<file path="src/rtl/wiper_pkg.sv">
package wiper_pkg;
  // strobes from control to datapath, at most one of load/up/down/store per cycle
  typedef struct packed {
    logic load;
    logic up;
    logic down;
    logic store;
  } wiperCmd_t;
endpackage

</file>
<file path="src/rtl/wiper_ctrl.sv">
module wiper_ctrl
  import wiper_pkg::*;
#(
  parameter int SYNC_STAGES  = 2,
  parameter int STORE_CYCLES = 32
) (
  input  logic      clk,
  input  logic      rstN,
  input  logic      chipSel,
  input  logic      upDn,
  input  logic      stepN,
  output wiperCmd_t cmd,
  output logic      storeBusy
);
  localparam int BUSY_W = $clog2(STORE_CYCLES + 1);

  logic [SYNC_STAGES-1:0] selSh, dirSh, stepSh;
  logic selS, dirS, stepS;
  logic selPrev, stepPrev, loaded;
  logic [BUSY_W-1:0] busyCnt;
  logic stepFall, selFall, accept, storeReq;

  assign selS  = selSh[SYNC_STAGES-1];
  assign dirS  = dirSh[SYNC_STAGES-1];
  assign stepS = stepSh[SYNC_STAGES-1];

  always_ff @(posedge clk or negedge rstN) begin
    if (!rstN) begin
      selSh    <= '0;
      dirSh    <= '0;
      stepSh   <= '1;
      selPrev  <= 1'b0;
      stepPrev <= 1'b1;
      loaded   <= 1'b0;
      busyCnt  <= '0;
    end else begin
      selSh    <= {selSh[SYNC_STAGES-2:0], chipSel};
      dirSh    <= {dirSh[SYNC_STAGES-2:0], upDn};
      stepSh   <= {stepSh[SYNC_STAGES-2:0], stepN};
      selPrev  <= selS;
      stepPrev <= stepS;
      loaded   <= 1'b1;
      if (storeReq)
        busyCnt <= BUSY_W'(STORE_CYCLES);
      else if (busyCnt != '0)
        busyCnt <= busyCnt - 1'b1;
    end
  end

  assign storeBusy = (busyCnt != '0);
  assign stepFall  = stepPrev & ~stepS;
  assign selFall   = selPrev & ~selS;
  assign accept    = loaded & selS & ~storeBusy;
  assign storeReq  = loaded & selFall & stepS & ~storeBusy;

  always_comb begin
    cmd       = '0;
    cmd.load  = ~loaded;
    cmd.up    = accept & stepFall & dirS;
    cmd.down  = accept & stepFall & ~dirS;
    cmd.store = storeReq;
  end
endmodule

</file>
<file path="src/rtl/wiper_dp.sv">
module wiper_dp
  import wiper_pkg::*;
#(
  parameter int NUM_TAPS = 100,
  parameter int POS_W    = $clog2(NUM_TAPS)
) (
  input  logic                clk,
  input  logic                rstN,
  input  wiperCmd_t           cmd,
  input  logic [POS_W-1:0]    nvRdData,
  output logic                nvWrEn,
  output logic [POS_W-1:0]    nvWrData,
  output logic [POS_W-1:0]    pos,
  output logic [NUM_TAPS-1:0] tapSel
);
  localparam logic [POS_W-1:0] TOP_TAP = POS_W'(NUM_TAPS - 1);

  logic [POS_W-1:0] recallVal;
  assign recallVal = (nvRdData > TOP_TAP) ? TOP_TAP : nvRdData;

  always_ff @(posedge clk or negedge rstN) begin
    if (!rstN) begin
      pos      <= '0;
      nvWrEn   <= 1'b0;
      nvWrData <= '0;
    end else begin
      nvWrEn <= cmd.store;
      if (cmd.store)
        nvWrData <= pos;
      if (cmd.load)
        pos <= recallVal;
      else if (cmd.up && pos != TOP_TAP)
        pos <= pos + 1'b1;
      else if (cmd.down && pos != '0)
        pos <= pos - 1'b1;
    end
  end

  for (genvar i = 0; i < NUM_TAPS; i++) begin : g_tap
    assign tapSel[i] = (pos == POS_W'(i));
  end
endmodule

</file>
<file path="src/rtl/wiper_ctl_top.sv">
module wiper_ctl_top
  import wiper_pkg::*;
#(
  parameter int NUM_TAPS     = 100,
  parameter int SYNC_STAGES  = 2,
  parameter int STORE_CYCLES = 32,
  parameter int POS_W        = $clog2(NUM_TAPS)
) (
  input  logic                clk,
  input  logic                rstN,
  input  logic                chipSel,
  input  logic                upDn,
  input  logic                stepN,
  input  logic [POS_W-1:0]    nvRdData,
  output logic                nvWrEn,
  output logic [POS_W-1:0]    nvWrData,
  output logic [POS_W-1:0]    wiperPos,
  output logic [NUM_TAPS-1:0] tapSel,
  output logic                storeBusy
);
  wiperCmd_t cmd;

  wiper_ctrl #(.SYNC_STAGES(SYNC_STAGES), .STORE_CYCLES(STORE_CYCLES)) ctrl_i (
    .clk(clk), .rstN(rstN), .chipSel(chipSel), .upDn(upDn), .stepN(stepN),
    .cmd(cmd), .storeBusy(storeBusy)
  );

  wiper_dp #(.NUM_TAPS(NUM_TAPS), .POS_W(POS_W)) dp_i (
    .clk(clk), .rstN(rstN), .cmd(cmd), .nvRdData(nvRdData),
    .nvWrEn(nvWrEn), .nvWrData(nvWrData), .pos(wiperPos), .tapSel(tapSel)
  );
endmodule

</file>
<file path="config.mk">
export PLATFORM = sky130hd
export DESIGN_NAME = wiper_ctl_top
export DESIGN_NICKNAME = d
export VERILOG_FILES = /design/src/rtl/wiper_pkg.sv /design/src/rtl/wiper_ctrl.sv /design/src/rtl/wiper_dp.sv /design/src/rtl/wiper_ctl_top.sv
export SDC_FILE = /design/constraint.sdc
export NUM_CORES = 1
export LEC_CHECK = 0
export ABC_AREA = 1
export BUFFER_PORTS_ARGS = -buffer_cell sky130_fd_sc_hd__buf_2
export CORE_AREA = 4 4 70 85
export CTS_CLUSTER_DIAMETER = 80
export DETAILED_ROUTE_END_ITERATION = 7
export DIE_AREA = 0 0 74 89
export PLACE_DENSITY = 0.77
export SETUP_SLACK_MARGIN = 0.5
export SLEW_MARGIN = 5
export SYNTH_ARGS = -nofsm -noshare
export SYNTH_HDL_FRONTEND = slang
export SYNTH_HIERARCHICAL = 1
export SYNTH_SLANG_ARGS = --single-unit
</file>
<file path="constraint.sdc">
create_clock -name clk -period 2.5 [get_ports clk]
set_input_delay 0.25 -clock clk [delete_from_list [all_inputs] [get_ports clk]]
set_output_delay 0.25 -clock clk [all_outputs]
set_load 0.02 [all_outputs]
</file>
==> flow_metrics.tcl <==
set metrics [dict create \
    clock_path_buffers 2 \
    critPathRequiredTime_ps 2250 \
    fin_util 0.624 \
    finalSetupTns_ps 0 \
    synth_top_family_by_area "simple AND/OR/NAND/NOR gates" \
    core_sq_um 5190 \
    io_buffers 127 \
    start_util 0.437 \
    avgViaCountPerCell 4.95 \
    cts_num_sinks 30 \
    cts_hold_buf 0 \
    die-width_um 74 \
    finalHoldViolCount 3 \
    power.leakage_nw 1.86 \
    drc 0 \
    tightest_slew_ps 657 \
    syn_area_sq_um 2270 \
    syn_area_per_cell_sq_um 6.37 \
    slew_headroom 0.562 \
    fin_nets 509 \
    final_max_slew_viol_count 0 \
    synth-edff-count 0 \
    synth-compound-area-share 0.0530 \
    grt_overflow 0 \
    wl_um 7720 \
    dr.pass1.iters 4 \
    synthCells 356 \
    synthesis.nets 374 \
    grt_pass1_vias 2347 \
    clk_pin_slew_ps 70 \
    power.density_nw_per_um2 690 \
    path_cells "inv_2 -> ha_1 -> nand3_1 -> nor2_1 -> buf_2" \
    cp-end-kind "primary output" \
    synth_fa_ha_area_frac 0.0331 \
    grt_pass1_wl_um 11300 \
    rows 29 \
    period_share 0.779 \
    grtUsageTotal 0.223 \
    worstSetupStartpointType "register" \
    io_pins 128 \
    final_common_cell "buf_2" \
    layout_min_cycle_time_ps 1950 \
    rsz0062_at_grt "true" \
    synth_xor_area_frac 0.00773 \
    dp_hpwl_um 5960 \
    clk_latency_ps 280 \
    violations "hold timing" \
    synth_cell_type_count 32 \
    path_max_fanout 7 \
    cts_root_buf "clkbuf_8" \
    synth.yosys.seq_area_share 0.333 \
    max_freq_ghz 0.513 \
    critPathBufInv 2 \
    cp_slowest_cell "dfrtp_2" \
    hold_class "in -> async" \
    syn_to_final_growth_pct 42.9 \
    die_h_um 89 \
    routedWlPerCell_um 13.9 \
    antenna_found_initial 0 \
    arrival_ps 1700 \
    grt_max_degree 31 \
    cap_violations 0 \
    ys_ff_latch 30 \
    clock_skew_ps 7.80 \
    num_vias 2742 \
    ys_warn_count 6 \
    fillers 498 \
    vdd.ir_drop.worst_mv 0.604 \
    die_area_sq_um 6590 \
    synthSimpleGateAreaFrac 0.484 \
    cts_buffers 5 \
    layout_common_cells "buf_2, nor2_1, nand2_1" \
    muxShareOfSynthArea 0 \
    num_antenna_cells 0 \
    setup_viol 0 \
    drive_gt1_frac 0.425 \
    critPathKind "reg -> out" \
    ant_nets 0 \
    crit_family "flip-flops" \
    gp_congestion 0.904 \
    max_stage_delay_ps 460 \
    cts-htree-levels 2 \
    async_reset_ff_frac 1.00 \
    cts_tree "built" \
    synth_ff_type "dfrtp_1" \
    hold_slack_ps -1.01 \
    drt-initial-drc-count 146 \
    status "complete, but fails checks" \
]
[area by class of cell]
| class | count | area [sq um] | area share |
|---|---|---|---|
| clock buffer | 5 | 68.8 | 0.0212 |
| clock inverter | 3 | 40.0 | 0.0124 |
| inverter | 34 | 130 | 0.0402 |
| multi-input combinational | 280 | 1420 | 0.437 |
| sequential | 30 | 762 | 0.235 |
| tap | 62 | 77.6 | 0.0239 |
| timing repair buffer | 140 | 746 | 0.230 |
[metal layers]
metal	share of wire	track usage	vias to the layer above	wire length, um
met5	0	0	-	0
met4	0.034	0.109	0	266
met1	0.39	0.251	1227	3020
li1	-	-	1363	-
met3	0.082	0.0416	23	635
met2	0.49	0.398	129	3800
[stage by stage]
| stage | area [sq um] | worst slack (ps) | std cells | power (mW) |
|---|---|---|---|---|
| after floorplan | 2270 | 553 | 356 | 1.40 |
| after global routing | 3240 | 455 | 554 | 2.40 |
| after CTS | 3060 | 460 | 541 | 2.16 |
| final | 3240 | 552 | 554 | 2.24 |
| after global placement | 2920 | 571 | 533 | 1.64 |
| after detailed placement | 2920 | 473 | 533 | 1.67 |
[flip-flops by register name, indices dropped and copies added, names as in the netlist]
signal / flops
ctrl_i/busyCnt: 6
ctrl_i/dirSh: 2
ctrl_i/loaded: 1
ctrl_i/selPrev: 1
ctrl_i/selSh: 2
ctrl_i/stepPrev: 1
ctrl_i/stepSh: 2
dp_i/nvWrData: 7
dp_i/nvWrEn: 1
dp_i/pos: 7
[kinds of logic (layout without fill, tap and decap cells)]
group | Yosys count | after routing
AO/OA/AOI/OAI | 21 | 21
XOR/XNOR | 2 | 2
adder cells (fa/ha/maj) | 6 | 6
buffers and inverters | 47 | 182
flip-flops | 30 | 30
other | 1 | 1
AND/OR/NAND/NOR | 249 | 250
[cell usage after synthesis, types with 3 or more instances]
library cell | instances | area, sq um
buf_2 | 3 | 15.0
ha_1 | 6 | 75.1
nand2_1 | 81 | 304
clkbuf_1 | 5 | 18.8
inv_2 | 8 | 30.0
nand2_2 | 5 | 31.3
dfrtp_1 | 27 | 676
inv_1 | 25 | 93.8
nand3_1 | 26 | 130
dfstp_2 | 3 | 78.8
a21oi_2 | 3 | 26.3
nor2_4 | 5 | 56.3
a21oi_1 | 9 | 45.0
nor2_1 | 117 | 439
o21ai_1 | 3 | 15.0
o21ai_0 | 5 | 25.0
[worst paths after layout]
path	startpoint	to	slack (ps)	cells after the start
max	dp_i/pos[0]	tapSel[54]	550	5
min	rstN	ctrl_i/busyCnt[1]	-1	1
max reg2reg	dp_i/pos[4]	dp_i/pos[0]	600	7
min reg2reg	ctrl_i/dirSh[0]	ctrl_i/dirSh[1]	360	0
max in group asynchronous	rstN	dp_i/pos[0]	2040	1
min in group clk	chipSel	ctrl_i/selSh[0]	70	1
[timing repair]
action,in CTS,in global routing
endpoints found under the hold margin,0,0
cloned,0,1
buffers inserted,0,12
resized for setup,10,21
endpoints found under the setup margin,72,100
pin swaps,0,2
[power breakdown]
group	leakage, nW	switching [mW]	internal, mW
Sequential	0.356	0.156	0.619
Clock	0.0579	0.175	0.293
Combinational	1.45	0.655	0.338
Total	1.86	0.986	1.25
No activity file was read; power rests on OpenSTA's default activity.
